===== config.mk =====
export PLATFORM = sky130hd
export DESIGN_NAME = edlist_sched
export DESIGN_NICKNAME = d
export VERILOG_FILES = /design/src/rtl/edsched_pkg.sv /design/src/rtl/edsched_shadow.sv /design/src/rtl/edsched_ratio.sv /design/src/rtl/edsched_arb.sv /design/src/rtl/edlist_sched.sv
export SDC_FILE = /design/constraint.sdc
export NUM_CORES = 1
export LEC_CHECK = 0
export ABC_AREA = 1
export BUFFER_PORTS_ARGS = -buffer_cell sky130_fd_sc_hd__buf_2
export CAP_MARGIN = 20
export CORE_ASPECT_RATIO = 0.75
export CORE_MARGIN = 8
export CORE_UTILIZATION = 40
export DETAILED_ROUTE_END_ITERATION = 7
export SLEW_MARGIN = 25
export SYNTH_ARGS = -nofsm -noshare
export SYNTH_HDL_FRONTEND = slang
export SYNTH_HIERARCHICAL = 1
export SYNTH_SLANG_ARGS = --single-unit
export TNS_END_PERCENT = 30

===== constraint.sdc =====
create_clock -name clk -period 2.19 [get_ports clk]
set_clock_uncertainty 0.15 [all_clocks]
set_input_delay 0.3285 -clock clk [delete_from_list [all_inputs] [get_ports clk]]
set_output_delay 0.3285 -clock clk [all_outputs]
set_load 0.005 [all_outputs]

===== src/rtl/edsched_pkg.sv =====
package edsched_pkg;

   typedef enum logic [1:0] {
      SEL_IDLE = 2'd0,
      SEL_PER  = 2'd1,
      SEL_CTL  = 2'd2,
      SEL_BLK  = 2'd3
   } sel_t;

   typedef enum logic [1:0] {
      ST_WAIT   = 2'd0,
      ST_DECIDE = 2'd1,
      ST_BUSY   = 2'd2
   } fsm_t;

   // positions inside the enable vector
   localparam int EN_PER = 0;
   localparam int EN_CTL = 1;
   localparam int EN_BLK = 2;
   localparam int EN_ISO = 3;
   localparam int N_EN   = 4;

endpackage


===== src/rtl/edsched_shadow.sv =====
module edsched_shadow #(
   parameter int N = 4
) (
   input  logic         clk,
   input  logic         rst_n,
   input  logic         load,
   input  logic [N-1:0] d,
   output logic [N-1:0] q
);

   initial begin
      if (N < 1) $error("edsched_shadow: N must be at least 1");
   end

   for (genvar i = 0; i < N; i++) begin : g_bit
      always_ff @(posedge clk) begin
         if (!rst_n)    q[i] <= 1'b0;
         else if (load) q[i] <= d[i];
      end
   end

endmodule


===== src/rtl/edsched_ratio.sv =====
module edsched_ratio #(
   parameter int RATIO_W = 2,
   localparam int CNT_W  = RATIO_W + 1,
   localparam int CNT_MAX = 1 << RATIO_W
) (
   input  logic               clk,
   input  logic               rst_n,
   input  logic [RATIO_W-1:0] ratio,
   input  logic               inc,
   input  logic               clr,
   output logic [CNT_W-1:0]   cnt,
   output logic               want_ctl
);

   logic [CNT_W-1:0] ratio_x;
   logic             at_max;

   assign ratio_x  = {1'b0, ratio};
   assign at_max   = (cnt == CNT_W'(CNT_MAX));
   assign want_ctl = (cnt <= ratio_x);

   always_ff @(posedge clk) begin
      if (!rst_n)               cnt <= '0;
      else if (clr)             cnt <= '0;
      else if (inc && !at_max)  cnt <= cnt + 1'b1;
   end

endmodule


===== src/rtl/edsched_arb.sv =====
module edsched_arb
   import edsched_pkg::*;
(
   input  logic in_per,
   input  logic sh_per,
   input  logic sh_ctl,
   input  logic sh_blk,
   input  logic sh_iso,
   input  logic per_empty,
   input  logic iso_hit,
   input  logic ctl_empty,
   input  logic blk_empty,
   input  logic want_ctl,
   output sel_t pick
);

   logic per_ok, ctl_ok, blk_ok;

   assign per_ok = in_per && sh_per && !per_empty && !(iso_hit && !sh_iso);
   assign ctl_ok = sh_ctl && !ctl_empty;
   assign blk_ok = sh_blk && !blk_empty;

   always_comb begin
      pick = SEL_IDLE;
      if (per_ok) begin
         pick = SEL_PER;
      end else if (want_ctl) begin
         if (ctl_ok)      pick = SEL_CTL;
         else if (blk_ok) pick = SEL_BLK;
      end else begin
         if (blk_ok)      pick = SEL_BLK;
         else if (ctl_ok) pick = SEL_CTL;
      end
   end

endmodule


===== src/rtl/edlist_sched.sv =====
module edlist_sched
   import edsched_pkg::*;
#(
   parameter int RATIO_W = 2,
   localparam int CNT_W  = RATIO_W + 1
) (
   input  logic               clk,
   input  logic               rst_n,
   input  logic               sof,
   input  logic               en_per,
   input  logic               en_ctl,
   input  logic               en_blk,
   input  logic               en_iso,
   input  logic [RATIO_W-1:0] ratio,
   input  logic               per_empty,
   input  logic               ctl_empty,
   input  logic               blk_empty,
   input  logic               iso_hit,
   input  logic               ed_done,
   input  logic               ed_nonempty,
   output logic [1:0]         sel,
   output logic               grant
);

   if (RATIO_W < 1 || RATIO_W > 4) begin : g_bad_ratio_w
      $error("edlist_sched: RATIO_W out of range 1..4");
   end

   logic [N_EN-1:0]  en_live;
   logic [N_EN-1:0]  sh_en;
   logic [CNT_W-1:0] cnt_q;
   logic             want_ctl;
   logic             busy;
   logic             done_ok;
   logic             cnt_inc;
   logic             cnt_clr;
   logic             in_per;
   fsm_t             state;
   sel_t             sel_q;
   sel_t             pick;

   always_comb begin
      en_live         = '0;
      en_live[EN_PER] = en_per;
      en_live[EN_CTL] = en_ctl;
      en_live[EN_BLK] = en_blk;
      en_live[EN_ISO] = en_iso;
   end

   edsched_shadow #(.N(N_EN)) u_shadow (
      .clk   (clk),
      .rst_n (rst_n),
      .load  (sof),
      .d     (en_live),
      .q     (sh_en)
   );

   assign busy    = (state == ST_BUSY);
   assign done_ok = busy && ed_done && !sof;
   assign cnt_inc = done_ok && (sel_q == SEL_CTL) && ed_nonempty;
   assign cnt_clr = done_ok && (sel_q == SEL_BLK);

   edsched_ratio #(.RATIO_W(RATIO_W)) u_ratio (
      .clk      (clk),
      .rst_n    (rst_n),
      .ratio    (ratio),
      .inc      (cnt_inc),
      .clr      (cnt_clr),
      .cnt      (cnt_q),
      .want_ctl (want_ctl)
   );

   edsched_arb u_arb (
      .in_per    (in_per),
      .sh_per    (sh_en[EN_PER]),
      .sh_ctl    (sh_en[EN_CTL]),
      .sh_blk    (sh_en[EN_BLK]),
      .sh_iso    (sh_en[EN_ISO]),
      .per_empty (per_empty),
      .iso_hit   (iso_hit),
      .ctl_empty (ctl_empty),
      .blk_empty (blk_empty),
      .want_ctl  (want_ctl),
      .pick      (pick)
   );

   always_ff @(posedge clk) begin
      if (!rst_n) begin
         state  <= ST_WAIT;
         sel_q  <= SEL_IDLE;
         grant  <= 1'b0;
         in_per <= 1'b0;
      end else if (sof) begin
         state  <= ST_DECIDE;
         sel_q  <= SEL_IDLE;
         grant  <= 1'b0;
         in_per <= 1'b1;
      end else begin
         case (state)
            ST_DECIDE: begin
               sel_q  <= pick;
               grant  <= (pick != SEL_IDLE);
               in_per <= (pick == SEL_PER);
               state  <= (pick == SEL_IDLE) ? ST_WAIT : ST_BUSY;
            end
            ST_BUSY: begin
               grant <= 1'b0;
               if (ed_done) state <= ST_DECIDE;
            end
            default: begin
               grant <= 1'b0;
            end
         endcase
      end
   end

   assign sel = sel_q;

endmodule


==> results.toml <==
[clocking]
cts_tree = "yes"
clock_latency_ns = 0.27
clk_pin_slew_ns = 0.07
cts_setup_buffers = 0
cts_max_level = 1
hold_buffers = 0
cts-root-buf = "clkbuf_4"
cts_buffers = 3
clock_path_buffers = 2
cts.sinks = 13
cts_resized = 0

[worst_setup_path]
endpoint_kind = "flip-flop"
critPathMaxFanout = 4
rrSetupSlack_ns = 0.43
crit_required_ns = 2.20
crit_type = "flip-flop to flip-flop"
crit_arrival_ns = 1.77
start_kind = "flip-flop"

[sta]
tightestPinTransition_ns = 0.284
maxSlewHeadroom_pct = 81.0
max_freq_ghz = 0.569
min_period_over_period_pct = 80.2
setup_tns_ns = 0
setup_violations = 0
maxSlewViolCount = 0
rsz0062_at_grt = "false"
layout_setup_ws_ns = 0.433
fin_crit_ns = 1.76
hold_viol_final = 0

[synthesis]
synthArstFlopShare_pct = 0
synth_adder_area_share_pct = 6.68
synthMuxAreaShare_pct = 0
yosysWarnings = 6
synth_cell_type_count = 17
synth_top_flop_cell = "dfxtp_1"
synth_top_family_by_area = "simple AND/OR/NAND/NOR gates"
yosys-top-cells-area = "dfxtp_1 35%, nand2_1 16%, inv_1 12%"
synth_xor_area_share_pct = 0
yosysTopAreaCellShare_pct = 34.7
synth_area_sq_um = 749
syn_avg_cell_area_sq_um = 6.30
syn_inst = 119
ys_seq_area_share_pct = 34.7
synth_edf_count = 0
synth_compound_area_share_pct = 7.68
synth_nets = 138
netlist.top_cell.by_area = "dfxtp_1"
synth.most_common_cell = "nand2_1"
yosys.area_share.simple_pct = 36.7
ys_ff_latch = 13
synth_common_cells = "32 x nand2_1, 23 x inv_1, 22 x nor2_1, 13 x dfxtp_1"

[layout]
final_core_util_pct = 49.9
final_cell_area_sq_um = 877
nets = 159
layout-drive-gt1-share_pct = 21.6
area.growth.synth_to_final_pct = 17.0
fillers = 203
diodes = 0

[detailed_routing]
drc = 0
dr_total_vias = 694
drt_pass1_iterations = 4
wl_um = 1440
post_drt_wl_per_cell_um = 8.93
viasPerCell = 4.31
antenna_left = 0
first_iter_violations = 23

[floorplan]
start_util_pct = 42.7
die-area_sq_um = 3530
num_io_pins = 18
fp.dieH_um = 53.5
coreArea_sq_um = 1760
die_w_um = 66.0
fp-row-count = 13

[placement]
gp_congestion = 0.784
dp_hpwl_um = 1200
io_buffers = 17
dpl_cell_area_sq_um = 851
dp_slack_ns = 0.366

[power_and_ir_drop]
powerDensity_nw_per_um2 = 526
p_int_uw = 343
p_sw_uw = 118
seqPwrFrac_pct = 54.4
leakagePower_uw = 0.000469
p_clk_share_pct = 32.1
swShare_pct = 25.7
ir_drop_mv = 0.331
finalPower_uw = 461
p_comb_share_pct = 13.5

[global_routing]
grt_max_degree = 10
grt_pass1_wl_um = 2390
grt_antenna_before_repair = 0
grt_overflow_total = 0
track_usage_pct = 8.68
grt_pass1_vias = 591

[hold_path]
holdCritPathClass = "input port to flip-flop"

[flow_run]
maxCapViolations = 0

[run_status]
status = "completed"
## state kept, by name (all words and copies together) (netlist names)
signal	count
in_per	1
state	2
sel	2
u_shadow/q	4
grant	1
u_ratio/cnt	3
## critical path, stage by stage (launching register included)
cell and delay, ns:
dfxtp_1 0.38, inv_1 0.08, ha_1 0.28, nand3_1 0.07
nand2_1 0.07, nand3_1 0.07, nand2_1 0.06, nand2_1 0.08
or2_2 0.28, nand2_2 0.08, a21oi_2 0.05
## worst paths after layout
path                       start             to  cells past startpoint
hold / removal            en_ctl  u_shadow/q[1]                      5
hold reg to reg    u_shadow/q[2]  u_shadow/q[2]                      2
setup / recovery  u_ratio/cnt[0]       state[1]                     10
setup reg to reg  u_ratio/cnt[0]       state[1]                     10
## cell type report
type | instances | area, sq um | area share (%)
timing repair buffer | 17 | 85.1 | 9.70
inverter | 25 | 95.1 | 10.8
clock buffer | 4 | 26.3 | 3.00
multi-input combinational | 80 | 383 | 43.7
tap | 22 | 27.5 | 3.14
sequential | 13 | 260 | 29.7
## metrics by stage
| step | hold WS [ns] | std cells |
|---|---|---|
| 3_3_place_gp | 0.314 | 157 |
| 3_5_place_dp | 0.314 | 157 |
| 2_1_floorplan | 0.299 | 119 |
| 5_1_grt | 0.191 | 161 |
| 6_report | 0.192 | 161 |
| 4_1_cts | 0.183 | 161 |
## cell usage in the layout, fill, tap and decap left out, drive strengths merged
master,synthesis,layout
nand2,35,35
inv,24,24
nor2,23,23
buf,1,17
dfxtp,13,13
a21oi,7,7
nand3,6,6
ha,4,4
clkbuf,0,4
o21ai,3,3
nand4,1,1
clkinv,1,1
or2,1,1
## kinds of logic after synthesis
logic type               Yosys count
AO/OA/AOI/OAI                     10
buffers and inverters             26
adder cells (fa/ha/maj)            4
flip-flops                        13
AND/OR/NAND/NOR                   66
## power groups by stage
| stage | clock, uW | sequential, uW | combinational [uW] |
|---|---|---|---|
| final | 148 | 251 | 62.2 |
| after global routing | 169 | 253 | 72.0 |
| after CTS | 156 | 251 | 63.2 |
| after detailed placement | 0 | 257 | 62.9 |
| after global placement | 0 | 256 | 61.4 |
| after floorplan | 0 | 255 | 43.1 |
## per-layer routing
layer	vias up	part of all wire [%]	GRT usage [%]	wire length, um
li1	396	-	-	-
met1	282	48	9.87	689
met2	14	45	14.7	645
met3	2	6.5	4.42	94
met4	0	0.49	1.06	7
met5	-	0	0	0
Note: power is estimated with default switching activity, not from simulation.
